File: config.mk
export PLATFORM = sky130hd
export DESIGN_NAME = ld_order_guard
export DESIGN_NICKNAME = d
export VERILOG_FILES = /design/src/rtl/ld_order_pkg.sv /design/src/rtl/lob_slot_pick.sv /design/src/rtl/lob_cam.sv /design/src/rtl/lob_oldest_sel.sv /design/src/rtl/ld_order_guard.sv
export SDC_FILE = /design/constraint.sdc
export NUM_CORES = 1
export LEC_CHECK = 0
export ABC_AREA = 1
export BUFFER_PORTS_ARGS = -buffer_cell sky130_fd_sc_hd__clkbuf_2
export CAP_MARGIN = 40
export CORE_ASPECT_RATIO = 2
export CORE_MARGIN = 4
export CORE_UTILIZATION = 46
export CTS_CLUSTER_SIZE = 30
export DETAILED_ROUTE_END_ITERATION = 7
export SLEW_MARGIN = 20
export SYNTH_ARGS = -nofsm -noshare
export SYNTH_HDL_FRONTEND = slang
export SYNTH_SLANG_ARGS = --single-unit
File: constraint.sdc
create_clock -name clk -period 16.8 [get_ports clk]
set_input_delay 0.84 -clock clk [delete_from_list [all_inputs] [get_ports clk]]
set_output_delay 0.84 -clock clk [all_outputs]
set_load 0.02 [all_outputs]
File: src/rtl/ld_order_pkg.sv
// Shared helpers for the load ordering guard.
// Assumes age tags are at most 32 bits wide, with the wrap bit in the top position.
package ld_order_pkg;

    // True when tag a is older than tag b, for tags w bits wide.
    function automatic logic age_is_older(input logic [31:0] a, input logic [31:0] b,
                                          input int unsigned w);
        logic [31:0] low_mask;
        low_mask = (32'd1 << (w - 1)) - 32'd1;
        if (a[w-1] == b[w-1])
            return (a & low_mask) < (b & low_mask);
        else
            return (a & low_mask) > (b & low_mask);
    endfunction

endpackage

File: src/rtl/lob_slot_pick.sv
// Picks the lowest-numbered free slot of the finished-load buffer.
// Assumes valid[i]=1 marks an occupied slot. The grant is one-hot or zero.
module lob_slot_pick #(
    parameter int N = 8
) (
    input  logic [N-1:0] valid,
    output logic [N-1:0] grant,
    output logic         found
);
    // Priority scan from slot 0 upward.
    always_comb begin
        grant = '0;
        found = 1'b0;
        for (int i = 0; i < N; i++) begin
            if (!valid[i] && !found) begin
                grant[i] = 1'b1;
                found    = 1'b1;
            end
        end
    end
endmodule

File: src/rtl/lob_cam.sv
// Compares a store against every candidate load: same address and younger age.
// Assumes all live ages lie within half of the tag space.
module lob_cam #(
    parameter int M      = 9,
    parameter int ADDR_W = 16,
    parameter int AGE_W  = 5
) (
    input  logic [M-1:0]             cand_vld,
    input  logic [M-1:0][ADDR_W-1:0] cand_addr,
    input  logic [M-1:0][AGE_W-1:0]  cand_age,
    input  logic [ADDR_W-1:0]        st_addr,
    input  logic [AGE_W-1:0]         st_age,
    output logic [M-1:0]             hit
);
    function automatic logic older(input logic [AGE_W-1:0] a, input logic [AGE_W-1:0] b);
        return ld_order_pkg::age_is_older(32'(a), 32'(b), AGE_W);
    endfunction

    // One comparator per candidate.
    for (genvar g = 0; g < M; g++) begin : g_cmp
        assign hit[g] = cand_vld[g] && (cand_addr[g] == st_addr) && older(st_age, cand_age[g]);
    end
endmodule

File: src/rtl/lob_oldest_sel.sv
// Among the hit candidates, selects the one with the oldest age tag.
// Assumes the hit ages are distinct and within half of the tag space.
module lob_oldest_sel #(
    parameter int M     = 9,
    parameter int AGE_W = 5
) (
    input  logic [M-1:0]            hit,
    input  logic [M-1:0][AGE_W-1:0] age,
    output logic [M-1:0]            sel,
    output logic                    any
);
    function automatic logic older(input logic [AGE_W-1:0] a, input logic [AGE_W-1:0] b);
        return ld_order_pkg::age_is_older(32'(a), 32'(b), AGE_W);
    endfunction

    // Linear scan that keeps the oldest hit seen so far.
    always_comb begin
        logic [AGE_W-1:0] best_age;
        sel      = '0;
        any      = 1'b0;
        best_age = '0;
        for (int i = 0; i < M; i++) begin
            if (hit[i] && (!any || older(age[i], best_age))) begin
                sel      = '0;
                sel[i]   = 1'b1;
                best_age = age[i];
                any      = 1'b1;
            end
        end
    end
endmodule

File: src/rtl/ld_order_guard.sv
// Finished-load buffer with store-driven ordering violation detection.
// Holds N completed loads. Each store check compares against the buffered loads
// and against the load offered in the same cycle, and the oldest younger match
// is reported one cycle later. Assumes ages are unique among live loads and
// span less than half of the tag space.
module ld_order_guard #(
    parameter int N      = 8,
    parameter int ADDR_W = 16,
    parameter int DATA_W = 16,
    parameter int AGE_W  = 5
) (
    input  logic              clk,
    input  logic              rst_n,
    input  logic              ld_ins_valid,
    output logic              ld_ins_ready,
    input  logic [ADDR_W-1:0] ld_ins_addr,
    input  logic [DATA_W-1:0] ld_ins_data,
    input  logic [AGE_W-1:0]  ld_ins_age,
    input  logic              ld_cmt_valid,
    input  logic [AGE_W-1:0]  ld_cmt_age,
    input  logic              st_chk_valid,
    input  logic [ADDR_W-1:0] st_chk_addr,
    input  logic [AGE_W-1:0]  st_chk_age,
    input  logic              flush_valid,
    input  logic [AGE_W-1:0]  flush_age,
    output logic              viol_valid,
    output logic [AGE_W-1:0]  viol_age,
    output logic [ADDR_W-1:0] viol_addr,
    output logic [DATA_W-1:0] viol_data
);
    localparam int M = N + 1;  // buffered entries plus the same-cycle insert

    function automatic logic older(input logic [AGE_W-1:0] a, input logic [AGE_W-1:0] b);
        return ld_order_pkg::age_is_older(32'(a), 32'(b), AGE_W);
    endfunction

    logic [N-1:0]             ent_vld;
    logic [N-1:0][ADDR_W-1:0] ent_addr;
    logic [N-1:0][DATA_W-1:0] ent_data;
    logic [N-1:0][AGE_W-1:0]  ent_age;

    logic [N-1:0]             slot_gnt;
    logic                     slot_free;
    logic                     ins_bypass;
    logic                     ins_take;
    logic [N-1:0]             ent_drop;

    logic [M-1:0]             cand_vld;
    logic [M-1:0][ADDR_W-1:0] cand_addr;
    logic [M-1:0][DATA_W-1:0] cand_data;
    logic [M-1:0][AGE_W-1:0]  cand_age;
    logic [M-1:0]             cand_hit;
    logic [M-1:0]             cand_sel;
    logic                     any_hit;

    logic [AGE_W-1:0]         pick_age;
    logic [ADDR_W-1:0]        pick_addr;
    logic [DATA_W-1:0]        pick_data;

    lob_slot_pick #(.N(N)) u_pick (
        .valid (ent_vld),
        .grant (slot_gnt),
        .found (slot_free)
    );

    assign ld_ins_ready = slot_free;
    assign ins_bypass   = ld_ins_valid && slot_free;
    assign ins_take     = ins_bypass && !(flush_valid && older(flush_age, ld_ins_age));

    // Entries released by commit or discarded by flush this cycle.
    always_comb begin
        for (int i = 0; i < N; i++) begin
            ent_drop[i] = ent_vld[i] &&
                          ((ld_cmt_valid && (ent_age[i] == ld_cmt_age)) ||
                           (flush_valid && older(flush_age, ent_age[i])));
        end
    end

    // Candidate list: stored entries followed by the incoming load.
    always_comb begin
        for (int i = 0; i < N; i++) begin
            cand_vld[i]  = ent_vld[i];
            cand_addr[i] = ent_addr[i];
            cand_data[i] = ent_data[i];
            cand_age[i]  = ent_age[i];
        end
        cand_vld[N]  = ins_bypass;
        cand_addr[N] = ld_ins_addr;
        cand_data[N] = ld_ins_data;
        cand_age[N]  = ld_ins_age;
    end

    lob_cam #(.M(M), .ADDR_W(ADDR_W), .AGE_W(AGE_W)) u_cam (
        .cand_vld  (cand_vld),
        .cand_addr (cand_addr),
        .cand_age  (cand_age),
        .st_addr   (st_chk_addr),
        .st_age    (st_chk_age),
        .hit       (cand_hit)
    );

    lob_oldest_sel #(.M(M), .AGE_W(AGE_W)) u_sel (
        .hit (cand_hit),
        .age (cand_age),
        .sel (cand_sel),
        .any (any_hit)
    );

    // One-hot AND-OR mux of the selected candidate's fields.
    always_comb begin
        pick_age  = '0;
        pick_addr = '0;
        pick_data = '0;
        for (int i = 0; i < M; i++) begin
            pick_age  = pick_age  | ({AGE_W{cand_sel[i]}}  & cand_age[i]);
            pick_addr = pick_addr | ({ADDR_W{cand_sel[i]}} & cand_addr[i]);
            pick_data = pick_data | ({DATA_W{cand_sel[i]}} & cand_data[i]);
        end
    end

    // Buffer state update: release, flush and insert.
    always_ff @(posedge clk) begin
        if (!rst_n) begin
            ent_vld <= '0;
        end else begin
            for (int i = 0; i < N; i++) begin
                if (ent_drop[i])
                    ent_vld[i] <= 1'b0;
                if (ins_take && slot_gnt[i])
                    ent_vld[i] <= 1'b1;
            end
        end
    end

    // Payload capture into the granted slot.
    always_ff @(posedge clk) begin
        for (int i = 0; i < N; i++) begin
            if (ins_take && slot_gnt[i]) begin
                ent_addr[i] <= ld_ins_addr;
                ent_data[i] <= ld_ins_data;
                ent_age[i]  <= ld_ins_age;
            end
        end
    end

    // Registered violation report.
    always_ff @(posedge clk) begin
        if (!rst_n) begin
            viol_valid <= 1'b0;
            viol_age   <= '0;
            viol_addr  <= '0;
            viol_data  <= '0;
        end else begin
            viol_valid <= st_chk_valid && any_hit;
            viol_age   <= pick_age;
            viol_addr  <= pick_addr;
            viol_data  <= pick_data;
        end
    end

    // a violation is only raised after a store check.
    a_r2_viol_after_store: assert property (@(posedge clk) disable iff (!rst_n)
        viol_valid |-> $past(st_chk_valid));

    // the reported load is younger than the store that found it.
    a_r3_viol_is_younger: assert property (@(posedge clk) disable iff (!rst_n)
        viol_valid |-> older($past(st_chk_age), viol_age));

    // the reported address is the store's address.
    a_r4_viol_same_addr: assert property (@(posedge clk) disable iff (!rst_n)
        viol_valid |-> (viol_addr == $past(st_chk_addr)));

    // the selector picks at most one candidate.
    a_r5_single_pick: assert property (@(posedge clk) disable iff (!rst_n)
        $onehot0(cand_sel));

    // at most one slot is granted, and only a free one.
    a_r8_one_free_slot: assert property (@(posedge clk) disable iff (!rst_n)
        $onehot0(slot_gnt) && ((slot_gnt & ent_vld) == '0));

    // no entry younger than the flush boundary survives a flush.
    for (genvar g = 0; g < N; g++) begin : g_flush_chk
        a_r9_flush_clears: assert property (@(posedge clk) disable iff (!rst_n)
            ($past(flush_valid) && ent_vld[g]) |-> !older($past(flush_age), ent_age[g]));
    end
endmodule

### After elaboration in Yosys (flattened, before gate mapping)

Index checks and enable logic that the tools add are counted.

* flip-flop bits (word level): 342
* bits of input ports: 74
* logic and storage cells: 380

* multiplexer cells: 83
* order comparisons: 52
* eq/ne operators: 43
* reduce and logical (&&, ||, !) cells: 115
* bitwise gates (word level): 51

Operator list (number)
* $and 16x16->16: 18
* $or 16x16->16: 16
* $eq 16x16->1: 9
* $gt 4x4->1: 26
* $lt 4x4->1: 26
* $mux 9: 8
* $logic_and 1x1->1: 69
* $mux 1: 67
* $and 5x5->5: 9
* $eq 5x5->1: 8
* $mux 5: 8
* $or 5x5->5: 8
* $eq 1x1->1: 26
* $logic_not 1->1: 22
* $logic_or 1x1->1: 16
* $reduce_bool 2->1: 8

### Logic depth before layout (Yosys ltp)

Gate-level depths: netlist of run 1.

* depth in word-level cells: 53
* gate-level depth with buffers: 117

### Hierarchy

A second synthesis of run 1 with hierarchy kept.

* cell total of the unflattened synthesis: 2234
* area, all modules: 19611.3 um^2

Modules (own cells, without submodules)
* ld_order_guard: instances 1, area each 14053.5 um^2, cells each 1148, seq. area each 9809.4 um^2
* lob_cam: instances 1, area each 3599.7 um^2, cells each 745, seq. area each 0.0 um^2
* lob_oldest_sel: instances 1, area each 1871.8 um^2, cells each 323, seq. area each 0.0 um^2
* lob_slot_pick: instances 1, area each 86.3 um^2, cells each 18, seq. area each 0.0 um^2

### Worst setup path before layout of run 1

OpenSTA, ideal clock, no wires.

* path type: input to register
* start: in st_chk_age[0]
* end: reg viol_addr[14]
* slack: 3.191 ns
* required time: 16.690 ns
* arrival: 13.499 ns
* setup time: 0.110 ns
* stages on the path: 108
* path buffers: 4
* cell sequence: inv_1 -> ha_1 -> inv_1 -> nand2_1 -> nand2_1 -> nand2_1 -> nand2_1 -> nand2_1 -> nand3b_1 -> nor2_4 -> inv_1 -> nor2_1 -> inv_1 -> ha_1 -> inv_1 -> nor2_1 -> nor2_1 -> o21a_1 -> (+72 left out) -> clkbuf_1 -> o21bai_1 -> inv_1 -> ha_1 -> nand2_1 -> inv_1 -> a221oi_1 -> nand3_1 -> nand3_2 -> nand2_4 -> buf_12 -> buf_6 -> nand3_1 -> nand2_1 -> nor2_1 -> nand3_1 -> nand2_1 -> inv_1

* word-level cells in the longest chain between the ends: 53
* elaborated cells between the ends (all ways): 134
* those cells by class: order compare: 34; eq/ne: 8; mux: 42; bitwise: 17; reduce/logical: 33

RTL lines
* from (decl): RTL line ld_order_guard.sv:23 `input logic [AGE_W-1:0] st_chk_age,`
* $gt 4x4->1 / $lt 4x4->1 (equally long branches): RTL line ld_order_pkg.sv:13, ld_order_pkg.sv:11
* $mux 1: RTL line ld_order_pkg.sv:10 `if (a[w-1] == b[w-1])`
* $logic_and 1x1->1: RTL line lob_cam.sv:21 `assign hit[g] = cand_vld[g] && (cand_addr[g] == st_addr) && older(st_age, cand_age[g]);`
* $mux 5: RTL line lob_oldest_sel.sv:23 `if (hit[i] && (!any || older(age[i], best_age))) begin`
* $gt 4x4->1, or another cell as far along: RTL line ld_order_pkg.sv:13 `return (a & low_mask) > (b & low_mask);`
* $mux 1: RTL line ld_order_pkg.sv:10
* $logic_or 1x1->1: RTL line lob_oldest_sel.sv:23
* $logic_and 1x1->1: RTL line lob_oldest_sel.sv:23
* (+31 left out)
* $gt 4x4->1, or another cell as far along: RTL line ld_order_pkg.sv:13
* $mux 1: RTL line ld_order_pkg.sv:10
* $logic_or 1x1->1: RTL line lob_oldest_sel.sv:23
* $logic_and 1x1->1: RTL line lob_oldest_sel.sv:23
* $mux 9 *: RTL line lob_oldest_sel.sv:23
* $and 16x16->16: RTL line ld_order_guard.sv:116 `pick_addr = pick_addr | ({ADDR_W{cand_sel[i]}} & cand_addr[i]);`
* $or 16x16->16 (7 in a row): RTL line ld_order_guard.sv:116
* $or 16x16->16 *: RTL line ld_order_guard.sv:116
* to (signal assigned): RTL line ld_order_guard.sv:156 `viol_addr <= pick_addr;`
* to (decl): RTL line ld_order_guard.sv:28 `output logic [ADDR_W-1:0] viol_addr,`

Mark *: on every way between the ends. The rest lies on a longest branch, timed or not.
A chain may end at the register's enable or synchronous reset.

### Final worst setup path of run 1

* start: in st_chk_addr[5]
* end: reg viol_age[1]

* word-level cells in the longest chain between the ends: 53
* elaborated cells between the ends (all ways): 125
* those cells by class: order compare: 16; eq/ne: 17; mux: 33; bitwise: 17; reduce/logical: 42

RTL lines
* from (decl): RTL line ld_order_guard.sv:22 `input logic [ADDR_W-1:0] st_chk_addr,`
* $eq 16x16->1: RTL line lob_cam.sv:21
* $logic_and 1x1->1 (2 in a row): RTL line lob_cam.sv:21
* $mux 5: RTL line lob_oldest_sel.sv:23
* $gt 4x4->1, or another cell as far along: RTL line ld_order_pkg.sv:13
* $mux 1: RTL line ld_order_pkg.sv:10
* $logic_or 1x1->1: RTL line lob_oldest_sel.sv:23
* $logic_and 1x1->1: RTL line lob_oldest_sel.sv:23
* $mux 5: RTL line lob_oldest_sel.sv:23
* (+30 left out)
* $gt 4x4->1, or another cell as far along: RTL line ld_order_pkg.sv:13
* $mux 1: RTL line ld_order_pkg.sv:10
* $logic_or 1x1->1: RTL line lob_oldest_sel.sv:23
* $logic_and 1x1->1: RTL line lob_oldest_sel.sv:23
* $mux 9 *: RTL line lob_oldest_sel.sv:23
* $and 5x5->5: RTL line ld_order_guard.sv:115 `pick_age = pick_age | ({AGE_W{cand_sel[i]}} & cand_age[i]);`
* $or 5x5->5 (7 in a row): RTL line ld_order_guard.sv:115
* $or 5x5->5 *: RTL line ld_order_guard.sv:115
* to (signal assigned): RTL line ld_order_guard.sv:155 `viol_age <= pick_age;`
* to (decl): RTL line ld_order_guard.sv:27 `output logic [AGE_W-1:0] viol_age,`

Marked as above.

==> flow_metrics.tcl, run 1 <==
set metrics [dict create \
    worstSkewPairLatency_ns 0.57 \
    coreArea_mm2 0.0465 \
    drt_iter0_markers 1701 \
    grt_max_degree 94 \
    cts_sinks 342 \
    final.min_clock_period_ns 15.40 \
    slowest_delay_ns 0.67 \
    drt.antenna.violating_nets 0 \
    setup_viol 0 \
    slowest_stage "o21ai_0" \
    ctsHoldBuffers 0 \
    ys_seq_area_share_pct 45.4 \
    synth_top_cell_by_area "edfxtp_1" \
    synthAdderAreaFrac_pct 6.03 \
    design.die.area_mm2 0.0507 \
    final_nets 2919 \
    tightest_slew_ns 0.886 \
    place_hpwl_um 69100 \
    cts_tree "done" \
    cts_max_level 2 \
    fin_tns_setup_ns 0 \
    synth_warnings 0 \
    cts_root_buf "clkbuf_16" \
    synth-simple-area-share_pct 29.6 \
    synth_compound_area_share_pct 6.46 \
    ys_ff_latch 342 \
    die_h_um 314 \
    grt_pass1_wl_um 131000 \
    synth_xor_xnor_area_share_pct 3.07 \
    synth_top_family_by_area "simple AND/OR/NAND/NOR gates" \
    holdWs_ns 0.536 \
    synthMuxAreaShare_pct 0.0521 \
    arrival_ns 15.81 \
    max_freq_ghz 0.0649 \
    final_util_pct 52.1 \
    met2_usage_pct 61.5 \
    clk_pin_slew_ns 0.06 \
    rsz0062_at_grt "false" \
    dpl.cell_count 3324 \
    ir_worst_vdd_v 0.0000982 \
    synth_edf_count 296 \
    die_w_um 161 \
    cts_inserted_buffers 35 \
    p_per_area_mw_per_mm2 82.4 \
    holdCritPathClass "reg2reg" \
    grt_pass1_vias 20000 \
    slew_headroom_pct 40.4 \
    cp_max_fo 13 \
    via_per_inst 5.95 \
    rows 112 \
    antennaDiodeCount 0 \
    start_util_pct 46.4 \
    wl_per_cell_um 27.1 \
    ioPinCount 113 \
    track_usage_pct 35.6 \
    antenna_found_initial 0 \
    top_usage_layer "met2" \
    layout.cells.non_filler 3395 \
    synth_top_area_share_pct 41.2 \
    totalWireLength_um 92100 \
    gp_congestion 1.03 \
    synth_ff_type "edfxtp_1" \
    grt_overflow 0 \
    clock_path_buffers 3 \
    drive_gt1_share_pct 11.7 \
    crit_path_end_kind "register" \
    yosys-top-cells-area "edfxtp_1, nand3_1, nand2_1" \
    ys_types 52 \
    grt_use_met1_pct 36.0 \
    status "complete, no violations" \
    timing.critical_path.mode_cell "inv_1" \
    first_pass_iters 6 \
    synth_nets 2811 \
    synth_area_mm2 0.0216 \
    area_growth_syn_to_layout_pct 12.2 \
    maxCapViolCount 0 \
    met3_usage_pct 4.53 \
    fillCellCount 4530 \
    p_leak_uw 0.0107 \
    finClkSkew_ns 0.0323 \
    synth.avg_cell_area_um2 8.20 \
    num_vias 20200 \
    finalHoldViolCount 0 \
    required_ns 17.20 \
    synthCells 2633 \
    start_kind "input port" \
    portBuffers 112 \
    synthArstFlopShare_pct 0 \
    maxSlewViolCount 0 \
    remaining_drc_errors 0 \
    fin_crit_sh_pct 91.7 \
    critPathKind "in2reg" \
    power.total_uw 2000 \
]
cell families after synthesis:
family,after synthesis
and+or+nand+nor,1406
buffers and inverters,471
DFF,342
AOI/OAI and AO/OA,235
adders and majority gates,104
xor gates and xnor gates,74
muxes,1
worst max-delay path: cells and delay by family:
family                     cells  cell delay [ns]
and+or+nand+nor               47             5.69
AOI/OAI and AO/OA             25             4.76
adders and majority gates      8             2.32
buffers and inverters         24             2.16
placed cells by master, fill, tap and decap left out, types with 37 or more instances in the layout:
master	n
a21oi_1	56
buf_4	46
clkbuf_16	37
clkbuf_2	112
dfxtp_1	46
edfxtp_1	296
ha_1	104
inv_1	353
nand2_1	487
nand3_1	384
nand4_1	63
nor2_1	278
nor3_1	54
nor4_1	45
o21ai_0	70
xor2_1	41
metrics by stage:
stage | cell area [um^2] | worst slack [ns]
2_1_floorplan | 21600 | 3.19
3_3_place_gp | 22800 | 0.546
3_5_place_dp | 22800 | -0.116
4_1_cts | 24100 | 0.368
5_1_grt | 24200 | 0.0669
6_report | 24200 | 1.40
synthesized netlist by cell type, types with 46 or more instances:
cell type / instances
edfxtp_1: 296
nand3_1: 384
nor3_1: 59
inv_1: 354
dfxtp_1: 46
a21oi_1: 56
nand2_1: 493
nor2_1: 284
o21ai_0: 81
nor4_1: 46
nand4_1: 63
ha_1: 104
path summary, 6_finish.rpt:
| kind | startpoint | to | slack [ns] | cells past startpoint |
|---|---|---|---|---|
| max reg2reg | cand_addr[12] | viol_age[1] | 1.47 | 100 |
| max | st_chk_addr[5] | viol_age[1] | 1.40 | 104 |
| min reg2reg | ent_vld[2] | ent_vld[2] | 0.54 | 2 |
| min | ent_vld[2] | ent_vld[2] | 0.54 | 2 |
area by class of cell:
cell class / count / area, um^2 / share of cell area [%]
multi-input combinational: 1822 / 9920 / 41.0
sequential: 342 / 9810 / 40.5
inverter: 377 / 1420 / 5.86
timing repair buffer: 163 / 1030 / 4.27
clock buffer: 44 / 971 / 4.01
tap: 627 / 785 / 3.24
clock inverter: 20 / 278 / 1.15
state kept, by name (all words and copies together), names as in the netlist:
name	count
viol_valid	1
viol_addr	16
cand_data	128
ent_vld	8
viol_age	5
cand_addr	128
viol_data	16
cand_age	40
what timing repair did:
action | CTS | global route
gates resized for setup | 0 | 27
setup buffers | 0 | 4
setup endpoints to repair | 0 | 37
report_power, final:
| group | leakage [uW] | switching, uW | total [uW] | internal [uW] |
|---|---|---|---|---|
| clock network | 0.000607 | 362 | 868 | 507 |
| logic | 0.00706 | 131 | 180 | 48.6 |
| registers | 0.00305 | 11.1 | 947 | 936 |
| total | 0.0107 | 504 | 2000 | 1490 |
layer usage:
metal / part of all wire (%) / up-vias
li1: - / 9181
met1: 32 / 9531
met2: 49 / 1060
met3: 5.8 / 428
met4: 13 / 0
met5: 0 / -
Power figures use the tool's default switching activity.
==> inputs of run 2 (changes only) <==
ABC_AREA = not set   (was 1)
SKIP_CTS_REPAIR_TIMING = 1   (was not set)
==> run 2 against run 1 <==
  * Synthesized cell count decreased by 34%
  * Final cell count decreased by 28%
  * Total power decreased by 2.2%
  * Worst hold slack got worse by 0.057 ns
  * Global-route usage decreased by 8.3 points
  * Flip-flop and latch count unchanged
  * Design area decreased by 5.1%
  * Sequential power about the same
  * Critical endpoint is now viol_addr[14]
==> flow_metrics.tcl, run 2 <==
set metrics [dict create \
    grt_pass1_vias 15400 \
    status "complete, no violations" \
    ioPinCount 113 \
    synth_top_cell_by_area "edfxtp_1" \
    final_util_pct 54.7 \
    num_vias 15100 \
    timing.rr.start "cand_addr[0]" \
    synth_ff_type "edfxtp_1" \
    synth.avg_cell_area_um2 11.3 \
    p_sw_uw 451 \
    portBuffers 112 \
    antennaDiodeCount 0 \
    dpl.cell_count 2348 \
    drt.antenna.violating_nets 0 \
    ir_worst_vdd_v 0.0000999 \
    slowest_delay_ns 0.58 \
    coreArea_mm2 0.0420 \
    clock_path_buffers 3 \
    hold-path-cell-count 1 \
    grt_pass1_wl_um 95100 \
    cts_tree "done" \
    finalHoldViolCount 0 \
    p_clk_share_pct 43.6 \
    holdCritPathClass "reg2reg" \
    via_per_inst 6.21 \
    p_seq_share_pct 48.5 \
    synthArstFlopShare_pct 0 \
    timing.critical_path.mode_cell "nor2b_1" \
    die_w_um 154 \
    synth_warnings 0 \
    drive_gt1_share_pct 18.5 \
    yosys-top-cells-area "edfxtp_1, ha_1, xor2_1" \
    track_usage_pct 27.3 \
    critPathKind "reg2reg" \
    place_hpwl_um 45700 \
    slowest_stage "or4_4" \
    ys_seq_area_share_pct 49.9 \
    final_common_cell "edfxtp_1" \
    finish.instance_area_mm2 0.0230 \
    fin_crit_sh_pct 97.2 \
    cts_root_buf "clkbuf_16" \
    p_leak_uw 0.00874 \
    fillCellCount 3624 \
    ys_ff_latch 342 \
    path_buf_inv 3 \
    rows 106 \
    final_nets 2045 \
    p_per_area_mw_per_mm2 84.8 \
    cp_max_fo 8 \
    wl_per_cell_um 27.1 \
    remaining_drc_errors 0 \
    start_util_pct 46.8 \
    drt_iter0_markers 1101 \
    required_ns 17.21 \
    synth_edf_count 296 \
    slew_headroom_pct 41.4 \
    ys_types 83 \
    synth_top_area_share_pct 45.2 \
    die_h_um 300 \
    synth_nets 1911 \
    rsz0062_at_grt "true" \
    multi_input_area_mm2 0.00952 \
    startpoint "cand_addr[0]" \
    final_cell_mix "edfxtp_1, xor2_1, clkbuf_2, ha_1, o21ai_0" \
    maxSlewViolCount 0 \
    final.min_clock_period_ns 16.33 \
    finClkSkew_ns 0.0194 \
    worstSkewPairLatency_ns 0.54 \
    crit_path_end_kind "register" \
    gp_congestion 0.903 \
    cts_max_level 2 \
    antenna_found_initial 0 \
    reg2reg_depth 81 \
    power.internal_uw 1500 \
    yosysMostFrequentCell "edfxtp_1" \
    swShare_pct 23.1 \
    synth_top_cells_by_count "edfxtp_1, xor2_1, ha_1, o21ai_0, inv_1" \
    layout.cells.non_filler 2433 \
    cts_inserted_buffers 34 \
    place_area_mm2 0.0213 \
    area_growth_syn_to_layout_pct 16.9 \
    design.die.area_mm2 0.0463 \
    cts_sinks 342 \
    seqCellArea_mm2 0.00981 \
    maxCapViolCount 0 \
    setup_viol 0 \
    min_from "cand_data[59]" \
    grt_max_degree 79 \
    fin_tns_setup_ns 0 \
    grt_overflow 0 \
    tightest_slew_ns 0.880 \
    synth_area_mm2 0.0197 \
    arrival_ns 16.74 \
    first_pass_iters 5 \
    clk_pin_slew_ns 0.07 \
    start_kind "register" \
    max_freq_ghz 0.0612 \
    totalWireLength_um 65900 \
    synthCells 1733 \
    combPwrFrac_pct 7.9 \
    cp.depth 81 \
    cp_top_family "compound AO/OA/AOI/OAI gates" \
]
[run 2: cells by family after synthesis]
group | count (synthesis) | synth area share, %
flip-flops | 342 | 49.9
XOR/XNOR | 207 | 9.22
AO/OA/AOI/OAI | 422 | 15.7
multiplexers | 62 | 3.32
adder cells (fa/ha/maj) | 104 | 6.62
buffers and inverters | 192 | 4.07
AND/OR/NAND/NOR | 404 | 11.2
[run 2: final cells by class]
type	instances	share of cell area, %
Sequential cell	342	42.7
Multi-Input combinational cell	1201	41.4
Timing Repair Buffer	204	6.23
Clock buffer	48	4.33
Tap cell	540	2.94
Inverter	84	1.37
Clock inverter	14	1.05
[run 2: stage by stage]
step                hold WS (ns)  worst slack, ns  total power, uW
global route               0.497           -0.110             2010
finish                     0.479            0.473             1950
CTS                        0.486            0.305             1960
global placement           0.456            0.148             1110
detailed placement         0.469           -0.167             1110
floorplan                  0.449           -0.283             1050
[run 2: worst paths after layout]
kind                         to  slack [ns]
hold reg to reg   viol_data[11]        0.48
setup reg to reg  viol_addr[14]        0.47
setup / recovery  viol_addr[14]        0.47
hold / removal    viol_data[11]        0.48
[run 2: power by group through the flow]
| stage | Combinational (uW) | Sequential (uW) | Clock [uW] |
|---|---|---|---|
| 2_1_floorplan | 86.8 | 961 | 0 |
| 4_1_cts | 151 | 945 | 867 |
| 6_report | 154 | 945 | 851 |
| 3_5_place_dp | 150 | 964 | 0 |
| 5_1_grt | 166 | 945 | 902 |
| 3_3_place_gp | 147 | 963 | 0 |
[run 2: per-layer routing]
| metal | vias to the layer above | global-route usage (%) | part of all wire, % |
|---|---|---|---|
| met5 | - | 0 | 0 |
| li1 | 6925 | - | - |
| met2 | 573 | 50.3 | 52 |
| met4 | 0 | 14.7 | 6.2 |
| met1 | 7436 | 30.3 | 37 |
| met3 | 186 | 3.28 | 4.9 |
